==> src/rtl/refsq_pkg.sv <==
package refsq_pkg;

  typedef enum logic [1:0] {
    CMD_NONE    = 2'd0,
    CMD_PREALL  = 2'd1,
    CMD_AUTOREF = 2'd2
  } cmdKind_e;

  typedef enum logic [3:0] {
    ST_IDLE,
    ST_PRE,
    ST_RP,
    ST_REF,
    ST_RFC,
    ST_SRPRE,
    ST_SRRP,
    ST_SELF,
    ST_XS
  } seqState_e;

  // Strobes from the control FSM into the counter datapath
  typedef struct packed {
    logic owedDec;
    logic loadRp;
    logic loadRfc;
    logic loadXs;
    logic intervalHold;
    logic xsrdArm;
  } ctrlStrobes_t;

endpackage

==> src/rtl/refsq_dp.sv <==
module refsq_dp
  import refsq_pkg::*;
#(
  parameter int REFI_CYCLES = 1560,
  parameter int RFC_CYCLES  = 15,
  parameter int RP_CYCLES   = 4,
  parameter int XSNR_CYCLES = 15,
  parameter int XSRD_CYCLES = 200,
  parameter int MAX_OWED    = 8
) (
  input  logic         clk,
  input  logic         rstN,
  input  ctrlStrobes_t stb,
  output logic         owedAny,
  output logic         owedFull,
  output logic         waitDone,
  output logic         readOk
);

  localparam int REFI_W   = $clog2(REFI_CYCLES);
  localparam int OWED_W   = $clog2(MAX_OWED + 1);
  localparam int WAIT_MAX = (RFC_CYCLES > RP_CYCLES)
                            ? ((RFC_CYCLES > XSNR_CYCLES) ? RFC_CYCLES : XSNR_CYCLES)
                            : ((RP_CYCLES > XSNR_CYCLES) ? RP_CYCLES : XSNR_CYCLES);
  localparam int WAIT_W   = $clog2(WAIT_MAX + 1);
  localparam int XSRD_W   = $clog2(XSRD_CYCLES + 1);

  localparam logic [REFI_W-1:0] REFI_LAST = REFI_W'(REFI_CYCLES - 1);
  localparam logic [OWED_W-1:0] OWED_TOP  = OWED_W'(MAX_OWED);
  // Loaded value is two below the spacing: one cycle for the issuing
  // state, one for the state change after the count reaches zero.
  localparam logic [WAIT_W-1:0] RP_LOAD   = WAIT_W'(RP_CYCLES - 2);
  localparam logic [WAIT_W-1:0] RFC_LOAD  = WAIT_W'(RFC_CYCLES - 2);
  // Exit wait starts one cycle before the clock enable rises.
  localparam logic [WAIT_W-1:0] XS_LOAD   = WAIT_W'(XSNR_CYCLES - 1);
  localparam logic [XSRD_W-1:0] XSRD_LOAD = XSRD_W'(XSRD_CYCLES);

  logic [REFI_W-1:0] intervalCnt;
  logic [OWED_W-1:0] owedCnt;
  logic [WAIT_W-1:0] waitCnt;
  logic [XSRD_W-1:0] xsrdCnt;
  logic              intervalTick;

  assign intervalTick = !stb.intervalHold && (intervalCnt == REFI_LAST);

  always_ff @(posedge clk or negedge rstN) begin
    if (!rstN) begin
      intervalCnt <= '0;
    end else if (stb.intervalHold || intervalTick) begin
      intervalCnt <= '0;
    end else begin
      intervalCnt <= intervalCnt + 1'b1;
    end
  end

  always_ff @(posedge clk or negedge rstN) begin
    if (!rstN) begin
      owedCnt <= '0;
    end else begin
      unique case ({intervalTick, stb.owedDec})
        2'b10:   if (owedCnt != OWED_TOP) owedCnt <= owedCnt + 1'b1;
        2'b01:   if (owedCnt != '0)       owedCnt <= owedCnt - 1'b1;
        default: owedCnt <= owedCnt;
      endcase
    end
  end

  always_ff @(posedge clk or negedge rstN) begin
    if (!rstN) begin
      waitCnt <= '0;
    end else if (stb.loadRp) begin
      waitCnt <= RP_LOAD;
    end else if (stb.loadRfc) begin
      waitCnt <= RFC_LOAD;
    end else if (stb.loadXs) begin
      waitCnt <= XS_LOAD;
    end else if (waitCnt != '0) begin
      waitCnt <= waitCnt - 1'b1;
    end
  end

  always_ff @(posedge clk or negedge rstN) begin
    if (!rstN) begin
      xsrdCnt <= '0;
    end else if (stb.xsrdArm) begin
      xsrdCnt <= XSRD_LOAD;
    end else if (xsrdCnt != '0) begin
      xsrdCnt <= xsrdCnt - 1'b1;
    end
  end

  assign owedAny  = (owedCnt != '0);
  assign owedFull = (owedCnt == OWED_TOP);
  assign waitDone = (waitCnt == '0);
  assign readOk   = (xsrdCnt == '0);

endmodule

==> src/rtl/refsq_ctrl.sv <==
module refsq_ctrl
  import refsq_pkg::*;
(
  input  logic         clk,
  input  logic         rstN,
  input  logic         grant,
  input  logic         srEnterReq,
  input  logic         srExitReq,
  input  logic         owedAny,
  input  logic         waitDone,
  output ctrlStrobes_t stb,
  output logic [1:0]   cmdKind,
  output logic         cke,
  output logic         busy
);

  seqState_e state, stateNext;
  logic      srAccept;

  assign srAccept = (state == ST_IDLE) && !(owedAny && grant) && srEnterReq && !owedAny;

  always_ff @(posedge clk or negedge rstN) begin
    if (!rstN) state <= ST_IDLE;
    else       state <= stateNext;
  end

  always_comb begin
    stateNext = state;
    stb       = '0;
    unique case (state)
      ST_IDLE: begin
        if (owedAny && grant) stateNext = ST_PRE;
        else if (srAccept)    stateNext = ST_SRPRE;
      end
      ST_PRE: begin
        stb.loadRp = 1'b1;
        stateNext  = ST_RP;
      end
      ST_RP: begin
        if (waitDone) stateNext = ST_REF;
      end
      ST_REF: begin
        stb.owedDec = 1'b1;
        stb.loadRfc = 1'b1;
        stateNext   = ST_RFC;
      end
      ST_RFC: begin
        if (waitDone) stateNext = (owedAny && grant) ? ST_REF : ST_IDLE;
      end
      ST_SRPRE: begin
        stb.loadRp = 1'b1;
        stateNext  = ST_SRRP;
      end
      ST_SRRP: begin
        if (waitDone) stateNext = ST_SELF;
      end
      ST_SELF: begin
        stb.xsrdArm = 1'b1;
        if (srExitReq) begin
          stb.loadXs = 1'b1;
          stateNext  = ST_XS;
        end
      end
      ST_XS: begin
        if (waitDone) stateNext = ST_REF;
      end
      default: stateNext = ST_IDLE;
    endcase
    stb.intervalHold = srAccept || (state == ST_SRPRE) || (state == ST_SRRP)
                       || (state == ST_SELF) || (state == ST_XS);
  end

  always_comb begin
    unique case (state)
      ST_PRE, ST_SRPRE: cmdKind = CMD_PREALL;
      ST_REF:           cmdKind = CMD_AUTOREF;
      default:          cmdKind = CMD_NONE;
    endcase
  end

  assign cke  = (state != ST_SELF);
  assign busy = (state != ST_IDLE);

endmodule

==> src/rtl/refresh_sequencer.sv <==
module refresh_sequencer
  import refsq_pkg::*;
#(
  parameter int REFI_CYCLES = 1560,
  parameter int RFC_CYCLES  = 15,
  parameter int RP_CYCLES   = 4,
  parameter int XSNR_CYCLES = 15,
  parameter int XSRD_CYCLES = 200,
  parameter int MAX_OWED    = 8
) (
  input  logic       clk,
  input  logic       rstN,
  input  logic       grant,
  input  logic       srEnterReq,
  input  logic       srExitReq,
  output logic       busReq,
  output logic       urgent,
  output logic [1:0] cmdKind,
  output logic       cke,
  output logic       busy,
  output logic       readOk
);

  ctrlStrobes_t stb;
  logic owedAny, owedFull, waitDone;

  refsq_ctrl u_ctrl (
    .clk       (clk),
    .rstN      (rstN),
    .grant     (grant),
    .srEnterReq(srEnterReq),
    .srExitReq (srExitReq),
    .owedAny   (owedAny),
    .waitDone  (waitDone),
    .stb       (stb),
    .cmdKind   (cmdKind),
    .cke       (cke),
    .busy      (busy)
  );

  refsq_dp #(
    .REFI_CYCLES(REFI_CYCLES),
    .RFC_CYCLES (RFC_CYCLES),
    .RP_CYCLES  (RP_CYCLES),
    .XSNR_CYCLES(XSNR_CYCLES),
    .XSRD_CYCLES(XSRD_CYCLES),
    .MAX_OWED   (MAX_OWED)
  ) u_dp (
    .clk     (clk),
    .rstN    (rstN),
    .stb     (stb),
    .owedAny (owedAny),
    .owedFull(owedFull),
    .waitDone(waitDone),
    .readOk  (readOk)
  );

  assign busReq = owedAny;
  assign urgent = owedFull;

endmodule

==> config.mk <==
export PLATFORM = sky130hd
export DESIGN_NAME = refresh_sequencer
export DESIGN_NICKNAME = d
export VERILOG_FILES = /design/src/rtl/refsq_pkg.sv /design/src/rtl/refsq_dp.sv /design/src/rtl/refsq_ctrl.sv /design/src/rtl/refresh_sequencer.sv
export SDC_FILE = /design/constraint.sdc
export NUM_CORES = 1
export LEC_CHECK = 0
export ABC_AREA = 0
export BUFFER_PORTS_ARGS = -buffer_cell sky130_fd_sc_hd__buf_2
export CAP_MARGIN = 20
export CORE_ASPECT_RATIO = 0.7
export CORE_UTILIZATION = 50
export DETAILED_ROUTE_END_ITERATION = 8
export PLACE_DENSITY = 0.68
export SLEW_MARGIN = 20
export SYNTH_ARGS = -nofsm -noshare
export SYNTH_HDL_FRONTEND = slang
export SYNTH_SLANG_ARGS = --single-unit
==> constraint.sdc <==
create_clock -name clk -period 3.6 [get_ports clk]
set_input_delay 0.36 -clock clk [delete_from_list [all_inputs] [get_ports clk]]
set_output_delay 0.36 -clock clk [all_outputs]
set_load 0.02 [all_outputs]
==> results of run 1 <==
sequential cells by signal, summed over array words and instances, names as in the netlist:
signal            count
u_dp.intervalCnt     11
u_dp.xsrdCnt          8
u_ctrl.state          4
u_dp.owedCnt          4
u_dp.waitCnt          4
power by group:
part / internal, µW / total (µW) / switching, µW / leakage, µW
sequential: 480 / 645 / 165 / 0.000391
clock: 174 / 300 / 126 / 0.0000515
combinational: 306 / 676 / 370 / 0.000426
routing by layer:
metal / GRT usage / part of all wire
met4: 0.09295 / 0.014
met2: 0.3043 / 0.43
met1: 0.2689 / 0.51
met5: 0 / 0
met3: 0.05769 / 0.040
worst register-to-register path: cells and delay by family, from the launching register on:
kind / cells / cell delay (ns)
xor+xnor: 2 / 0.32
flops: 1 / 0.60
compound gates: 1 / 0.16
simple gates: 5 / 0.94
fa+ha+maj: 1 / 0.18
synthesized netlist by cell type, types with 2 or more instances:
| master | number | share of area |
|---|---|---|
| inv_1 | 9 | 0.019 |
| nand3_1 | 8 | 0.022 |
| dfrtp_1 | 31 | 0.43 |
| a21oi_1 | 9 | 0.025 |
| xor2_1 | 7 | 0.034 |
| nor3_1 | 9 | 0.025 |
| a31oi_1 | 3 | 0.010 |
| or4_1 | 3 | 0.012 |
| o2bb2ai_1 | 2 | 0.0097 |
| nand2_1 | 17 | 0.035 |
| nor3b_1 | 2 | 0.0083 |
| o21ai_0 | 3 | 0.0083 |
| nand2b_1 | 7 | 0.024 |
| nor2b_1 | 2 | 0.0069 |
| buf_2 | 4 | 0.011 |
| or3_1 | 3 | 0.010 |
| ha_1 | 5 | 0.035 |
| xnor2_1 | 14 | 0.068 |
| o21a_1 | 2 | 0.0083 |
| and3_1 | 2 | 0.0069 |
| nor4_1 | 2 | 0.0069 |
| o41ai_1 | 2 | 0.0097 |
| nor2_1 | 26 | 0.054 |
kinds of logic (layout without fill, tap and decap cells):
kind of cell | after synthesis | count (layout)
and+or+nand+nor | 91 | 91
DFF | 31 | 31
AOI/OAI and AO/OA | 30 | 30
xor gates and xnor gates | 21 | 21
buffers and inverters | 17 | 30
adders and majority gates | 5 | 5
muxes | 1 | 1
stage by stage:
step                      total power (µW)  hold slack [ns]  area [µm²]  instances  worst slack (ns)
final                                 1621           0.1088        1986        256             1.144
after global routing                  1766           0.1558        1986        256            0.9625
after detailed placement              1319           0.4471        1886        248             1.345
after global placement                1291           0.4358        1886        248             1.472
after CTS                             1630           0.1403        1986        256             1.156
after floorplan                       1184          0.06441        1807        196             1.373
how the worst max path moves through the flow:
stage / endpoint / start / depth (start not counted)
2_1_floorplan: u_dp.owedCnt[2] / u_ctrl.state[0] / 11
3_3_place_gp: u_dp.owedCnt[2] / u_ctrl.state[1] / 9
3_5_place_dp: u_dp.owedCnt[2] / u_dp.intervalCnt[3] / 9
4_1_cts: cke / u_ctrl.state[1] / 4
5_1_grt: cke / u_ctrl.state[1] / 4
6_report: cke / u_ctrl.state[1] / 4
cell usage in the layout (no fill, tap or decap), types with 3 or more instances in the layout:
| master | netlist | layout |
|---|---|---|
| o21ai_0 | 3 | 3 |
| inv_1 | 9 | 9 |
| buf_2 | 4 | 11 |
| nor2_1 | 26 | 26 |
| nor3_1 | 9 | 9 |
| clkbuf_8 | 0 | 7 |
| dfrtp_1 | 31 | 31 |
| or4_1 | 3 | 3 |
| nand2b_1 | 7 | 7 |
| nand2_1 | 17 | 17 |
| ha_1 | 5 | 5 |
| nand3_1 | 8 | 8 |
| or3_1 | 3 | 3 |
| xnor2_1 | 14 | 14 |
| a31oi_1 | 3 | 3 |
| a21oi_1 | 9 | 9 |
| xor2_1 | 7 | 7 |
area by class of cell:
type | instances | area, µm² | area share
inverter | 10 | 37.54 | 0.01890
timing repair buffer | 12 | 62.56 | 0.03151
multi-input combinational | 148 | 950.9 | 0.4789
tap | 47 | 58.81 | 0.02962
sequential | 31 | 775.7 | 0.3907
clock buffer | 8 | 100.1 | 0.05041
==> out/summary.txt, run 1 <==
Crit path max fanout: 14
Worst Setup Path Type: reg -> out
Max Cap Viol: 0
Req. time, crit path: 3.24 ns
Slew Limit Fails: 0
Post-Synthesis Cells: 196
Die ar.: 0.003862 mm²
Final hold vios: 0
Reg2Reg Depth: 9
Core Footprint: 0.003297 mm²
Minimum clock period: 2.456 ns
Antenna cells: 0
CP cell instances: nand2_1 > nor3_1 > inv_1 > buf_2
Boundary pin count: 12
First-pass GRT wire length: 5685 µm
Crit path max-delay family: simple AND/OR/NAND/NOR gates
Yosys cell types: 47
F_max: 407.2 MHz
Synth Area in Simple Gates: 0.2659
Post-synthesis xor/xnor area fraction: 0.1018
Crit path buf inv count: 2
Total GRT Usage: 0.2019
Final wirelength: 3392 µm
Layout cells sized above 1: 0.1340
Critical Path Source Type: register
Reg clk slew, reported paths: 0.07 ns
CTS buffer count: 5
Vias in the first global route: 1277
Worst r2r src: u_ctrl.state[1]
Post-synthesis mux area share: 0.005540
Initial DRC Count: 138
Skew-Pair Late Insertion Delay: 0.28 ns
Max rail drop VDD: 0.0004185 V
Leakage: 0.0008692 µW
Critical Path End Type: output pin
Drt pass-1 iters: 4
Post-route setup TNS: 0 ns
Wire per inst: 13.25 µm
Syn Nets: 206
CTS H-tree lvls: 2
Clock Tree Root: clkbuf_8
Yosys warnings: 0
Die X: 73.85 µm
Worst Tran Pin Value: 0.7658 ns
Clock Sink Count: 31
Worst reg2reg setup slack: 1.33 ns
Outcome: complete, no violations
Syn_area_per_cell: 9.218 µm²
Total number of vias: 1420
Routability Congestion: 0.8461
Adder-Cell Fraction of Synth Area: 0.03463
CTS tree: built
Synth Flop Type: dfrtp_1
Hold WC Path Type: in -> async
Synth Area in Compound Gates: 0.1184
FF+latch count, synth: 31
Post-detail-place hpwl: 2385 µm
Starting Density: 0.5480
Mapped cell area: 0.001807 mm²
Worst r2r dst: u_dp.owedCnt[2]
# Post-CTS Setup Buffers: 0
Die Span Y: 52.30 µm
Power Density: 816.3 mW/mm²
RSZ-0062 raised after global routing: false
Synth-to-layout area growth: 9.903%
Final period util: 0.6821
PostCTS Resize Cnt: 0
Final #Nets: 218
Port-buffer cells: 11
Worst EP arrival: 2.10 ns
CP max-delay cell: nor3_1
Largest family of logic cells by synthesized area: simple AND/OR/NAND/NOR gates
# rows: 17
Initial antenna violation count: 0
Detail-routed via count per cell: 5.547
Global route overflow: 0
CTS Buffer Depth: 2
Final Setup Violations: 0
Post-DRT Antenna Nets: 0
Worst Skew: 0.007768 ns
Post-synth EDFFs: 0
Part of the Yosys area used for sequential elements: 0.4294
# DRC: 0
Post-CTS Hold Buffers: 0
Rel. slew slack: 0.4855
Finished Core Util: 0.6023
Fillers: 290
Ys async rst share: 1.000
Largest net degree at the start of global routing: 32
Slowest cell delay on critical path: 0.61 ns
(Power assumes the default switching activity.)
==> run 2, diff against run 1 <==
--- a/config.mk
+++ b/config.mk
@@ -11,7 +11,7 @@
 export CORE_ASPECT_RATIO = 0.7
 export CORE_UTILIZATION = 50
 export DETAILED_ROUTE_END_ITERATION = 8
-export PLACE_DENSITY = 0.68
+export PLACE_DENSITY = 0.7
 export SLEW_MARGIN = 20
 export SYNTH_ARGS = -nofsm -noshare
 export SYNTH_HDL_FRONTEND = slang
==> constraint.sdc (replaced) <==
create_clock -name clk -period 1.95 [get_ports clk]
set_input_delay 0.195 -clock clk [delete_from_list [all_inputs] [get_ports clk]]
set_output_delay 0.195 -clock clk [all_outputs]
set_load 0.02 [all_outputs]
==> run 2 against run 1 <==
Against the previous run: the flow now finishes with violations (negative setup slack); register-to-register slack lost 1.4 ns; global-route usage grew 4.2 points; clock power grew 89%; die area is the same; clock-buffer cell count is the same; clock skew grew 0.0010 ns; wire length grew 27%; core utilization grew 7.4 points; design area grew 12%; total power grew 110%; critical endpoint is now u_dp.owedCnt[2].
==> out/summary.txt, run 2 (synthesized netlist as in run 1, its figures left out) <==
Outcome: complete, but fails checks
Failing checks: negative setup slack
Leakage: 0.001011 µW
CP max-delay cell: dfrtp_1
Final Setup Violations: 1
Reg clk slew, reported paths: 0.07 ns
Finished Core Util: 0.6759
Clock Sink Count: 31
Initial antenna violation count: 0
Max reg flops: 11
Post-route setup TNS: -0.07655 ns
Slowest cell delay on critical path: 0.39 ns
CTS buffer count: 5
Port-buffer cells: 11
CTS Buffer Depth: 2
Wire per inst: 15.37 µm
Slew Limit Fails: 0
Worst Setup Path Type: reg -> reg
Synth-to-layout area growth: 23.34%
Crit path max fanout: 2
Global route overflow: 0
Starting Density: 0.5480
F_max: 493.5 MHz
Hold WC Path Type: in -> reg
Antenna cells: 0
# rows: 17
Routability Congestion: 0.9184
Worst Tran Pin Value: 0.6832 ns
Final wirelength: 4303 µm
CTS tree: built
Largest net degree at the start of global routing: 32
Critical Path Source Type: register
Biggest register: u_dp.intervalCnt
Placed insts: 270
Worst Skew: 0.008785 ns
Final period util: 1.039
# DRC: 0
Fillers: 241
Worst r2r src: u_dp.intervalCnt[5]
CP cell instances: nor4b_2 > nand4_2 > nand2_2 > xnor2_2 > ha_2 > nand2_1 > or3_4 > a21oi_2 > xor2_1
Clock Tree Root: clkbuf_8
Layout cells sized above 1: 0.2575
RSZ-0062 raised after global routing: true
Regs by FF count: u_dp.intervalCnt x11, u_dp.xsrdCnt x8
Vias in the first global route: 1520
Final WS setup: -0.07655 ns
Power Density: 1506 mW/mm²
Post-detail-place hpwl: 3100 µm
Drt pass-1 iters: 4
First-pass GRT wire length: 6782 µm
Minimum clock period: 2.027 ns
Worst hold path depth: 2
Setup crit start: u_dp.intervalCnt[5]
Final #Nets: 242
Die ar.: 0.003862 mm²
Max rail drop VDD: 0.0006741 V
Worst EP arrival: 2.25 ns
Initial DRC Count: 120
Die X: 73.85 µm
Critical Path End Type: register
Max Cap Viol: 0
Detail-routed via count per cell: 5.607
Total number of vias: 1570
Req. time, crit path: 2.17 ns
Core Footprint: 0.003297 mm²
Final hold vios: 0
Post-DRT Antenna Nets: 0
CTS H-tree lvls: 2
Die Span Y: 52.30 µm
Skew-Pair Late Insertion Delay: 0.29 ns
Most common cell after layout, fill and taps aside: dfrtp_1
HP Start: srExitReq
Reg2Reg Depth: 9
Most frequent cells in the layout: 31 x dfrtp_1, 26 x nor2_1, 26 x buf_4
Rel. slew slack: 0.5445
Total GRT Usage: 0.2442
Boundary pin count: 12
Finished Layout Cells: 280
run 2: per-stage QoR:
| stage | total power, µW | hold WS, ns | area, µm² | setup WS, ns |
|---|---|---|---|---|
| finish | 3356 | 0.1307 | 2228 | -0.07655 |
| CTS | 3327 | 0.1169 | 2213 | -0.01018 |
| global route | 3585 | 0.1220 | 2228 | -0.1620 |
| detailed placement | 2721 | 0.2825 | 2074 | -0.02957 |
| floorplan | 2233 | -0.1006 | 1843 | -0.07334 |
| global placement | 2613 | 0.2680 | 2074 | 0.03822 |
run 2: power by group:
group	internal, µW	total [µW]	switching, µW
logic	766	1650	889
clock network	322	567	245
registers	886	1130	248
total	1970	3360	1380
run 2: final timing paths:
kind	slack [ns]	to
min in group asynchronous	0.47	u_dp.owedCnt[0]
max in group asynchronous	1.02	u_dp.intervalCnt[10]
max	-0.08	u_dp.owedCnt[2]
min reg2reg	0.49	u_dp.intervalCnt[0]
max reg2reg	-0.08	u_dp.owedCnt[2]
min	0.13	u_ctrl.state[0]
run 2: layout make-up:
class | count | area (µm²) | area share
multi-input cells | 148 | 1006 | 0.4514
repair buffers | 36 | 250.2 | 0.1123
clock buffers | 8 | 100.1 | 0.04492
inverters | 10 | 37.54 | 0.01684
flip-flops and latches | 31 | 775.7 | 0.3481
well taps | 47 | 58.81 | 0.02639
run 2: critical path, delay by kind of cell, from the launching register on:
kind | cells | cell delay, ns
simple gates | 5 | 0.98
flops | 1 | 0.39
fa+ha+maj | 1 | 0.19
xor+xnor | 2 | 0.25
compound gates | 1 | 0.15
run 2: layer usage:
metal  up-vias  GRT usage  routed length [µm]
met3        10    0.07885                 260
li1        749          -                   -
met1       759     0.2946                1865
met5         -          0                   0
met2        52     0.4067                2107
met4         0    0.09615                  69
run 2: what timing repair did:
item,4_1_cts,5_1_grt
endpoints found under the setup margin,4,4
gates resized for setup,6,3
pin swaps,2,7
buffers inserted,1,0
endpoints found under the hold margin,31,0
hold buffers,1,0
==> run 3, diff against run 2 <==
--- a/config.mk
+++ b/config.mk
@@ -9,9 +9,9 @@
 export BUFFER_PORTS_ARGS = -buffer_cell sky130_fd_sc_hd__buf_2
 export CAP_MARGIN = 20
 export CORE_ASPECT_RATIO = 0.7
-export CORE_UTILIZATION = 50
+export CORE_UTILIZATION = 25
+export CTS_BUF_LIST = sky130_fd_sc_hd__clkbuf_16
 export DETAILED_ROUTE_END_ITERATION = 8
-export PLACE_DENSITY = 0.7
 export SLEW_MARGIN = 20
 export SYNTH_ARGS = -nofsm -noshare
 export SYNTH_HDL_FRONTEND = slang
==> run 3 against run 2 <==
Against the previous run: the flow now finishes without violations; die area up 96%; clock power up 27%; sequential share of layout area down 2.2 points; cell count up 19%; maximum frequency up 4.1%; combinational power up 3%; clock-buffer cell count down 3; largest cell class unchanged; highest routed layer unchanged.
==> out/summary.txt, run 3 (synthesized netlist as in run 1, its figures left out) <==
Outcome: complete, no violations
Leakage: 0.001062 µW
Worst Skew: 0.006147 ns
Wire per inst: 11.32 µm
Final period util: 0.9980
Critical Path Source Type: register
# rows: 25
F_max: 513.9 MHz
Max Cap Viol: 0
Sw Ratio: 0.3802
Regs by FF count: u_dp.intervalCnt x11, u_dp.xsrdCnt x8
Max reg flops: 11
Final wirelength: 3759 µm
Most common cell after layout, fill and taps aside: dfrtp_1
Post-DRT Antenna Nets: 0
Req. time, crit path: 2.15 ns
Final #Nets: 247
Worst EP arrival: 2.15 ns
Detail-routed via count per cell: 4.479
Clock Sink Count: 31
Starting Density: 0.2625
Final Setup Violations: 0
First-pass GRT wire length: 6575 µm
Power Density: 1484 mW/mm²
Antenna cells: 0
Skew-Pair Late Insertion Delay: 0.28 ns
Port-buffer cells: 11
Synth-to-layout area growth: 31.58%
Worst Tran Pin Value: 0.7004 ns
Biggest register: u_dp.intervalCnt
Sequential share of power: 0.315
Psw: 1342 µW
Max rail drop VDD: 0.0004362 V
CTS buffer count: 5
Hold WC Path Type: in -> reg
CTS Buffer Depth: 2
Initial DRC Count: 84
CTS tree: built
Total number of vias: 1487
Rel. slew slack: 0.5331
Global route overflow: 0
Internal: 2187 µW
Routability Congestion: 0.8661
# DRC: 0
Die ar.: 0.007576 mm²
Reg clk slew, reported paths: 0.05 ns
Slew Limit Fails: 0
Combinational Power Share: 0.481
Drt pass-1 iters: 4
Worst Setup Path Type: reg -> reg
Post-detail-place hpwl: 2719 µm
Final hold vios: 0
Critical Path End Type: register
Boundary pin count: 12
Crit path max fanout: 2
Core Footprint: 0.006882 mm²
Most frequent cells in the layout: 31 x dfrtp_1, 30 x buf_4, 26 x nor2_1
Clock power share: 0.205
Vias in the first global route: 1400
Design area: 0.002377 mm²
Minimum clock period: 1.946 ns
Initial antenna violation count: 0
Die Span Y: 73.13 µm
Dpl cell area: 0.002176 mm²
Clock Tree Root: clkbuf_16
Finished Core Util: 0.3455
Die X: 103.6 µm
Largest net degree at the start of global routing: 32
RSZ-0062 raised after global routing: true
Layout cells sized above 1: 0.2605
Total GRT Usage: 0.1117
CTS H-tree lvls: 2
-- run 3: changes by cell type in the layout (fill, tap and decap cells not counted), sizes merged --
| cell | previous run | this run |
|---|---|---|
| clkbuf | 8 | 5 |
| clkinv | 0 | 2 |
| buf | 35 | 40 |
| inv | 10 | 11 |
-- run 3: metrics by stage --
stage / hold WS [ns] / cells / total power (µW) / TNS (ns) / setup slack, ns
4_1_cts: 0.1665 / 330 / 3502 / 0 / 0.01441
3_5_place_dp: 0.2969 / 321 / 2736 / -0.005739 / -0.005739
6_report: 0.1742 / 332 / 3528 / 0 / 0.003969
3_3_place_gp: 0.2951 / 321 / 2714 / 0 / 0.02809
2_1_floorplan: -0.1006 / 196 / 2233 / -0.07334 / -0.07334
5_1_grt: 0.1644 / 332 / 3817 / -0.1290 / -0.1290
-- run 3: path summary, 6_finish.rpt --
path | start | end | slack (ns) | cells past startpoint
min | srExitReq | u_ctrl.state[0] | 0.17 | 2
min reg2reg | u_dp.waitCnt[1] | u_dp.waitCnt[1] | 0.51 | 1
min in group asynchronous | rstN | u_dp.owedCnt[1] | 0.51 | 2
max reg2reg | u_dp.intervalCnt[7] | u_dp.owedCnt[2] | 0.004 | 9
max in group asynchronous | rstN | u_dp.intervalCnt[10] | 0.99 | 2
max | u_dp.intervalCnt[7] | u_dp.owedCnt[2] | 0.004 | 9
-- run 3: area by class of cell --
type                    count  area, µm²
fillers                   698       4504
well taps                  94      117.6
clock inverters             3      11.26
inverters                  10      37.54
multi-input cells         148       1010
flip-flops and latches     31      775.7
repair buffers             41      300.3
clock buffers               5      125.1
-- run 3: critical path, stage by stage (launching register included) --
cell and delay (ns):
dfrtp_1 0.40, nor4b_4 0.28, nand4_2 0.15, nand2_2 0.12, xnor2_2 0.11, ha_2 0.19
nand2_1 0.04, or3_1 0.31, a21oi_2 0.14, xor2_1 0.14
-- run 3: routing by layer --
layer,vias up,part of all wire,GRT usage
met2,23,0.42,0.1633
met3,4,0.048,0.04732
met1,694,0.52,0.1462
li1,766,-,-
met5,-,0,0
met4,0,0.010,0.04348
-- run 3: timing repair --
item                       CTS  global route
cloned                       0             0
hold endpoints to repair     5             0
gates resized for setup      5             4
setup endpoints to repair    3             6
hold buffers                 1             0
buffers inserted             0             2
pin swaps                    2             3
-- run 3: power by group through the flow --
| stage | logic, µW | clock network, µW | registers [µW] |
|---|---|---|---|
| after floorplan | 1160 | 0 | 1070 |
| after global placement | 1620 | 0 | 1100 |
| after detailed placement | 1630 | 0 | 1100 |
| after CTS | 1650 | 745 | 1110 |
| after global routing | 1890 | 780 | 1150 |
| final | 1700 | 722 | 1110 |
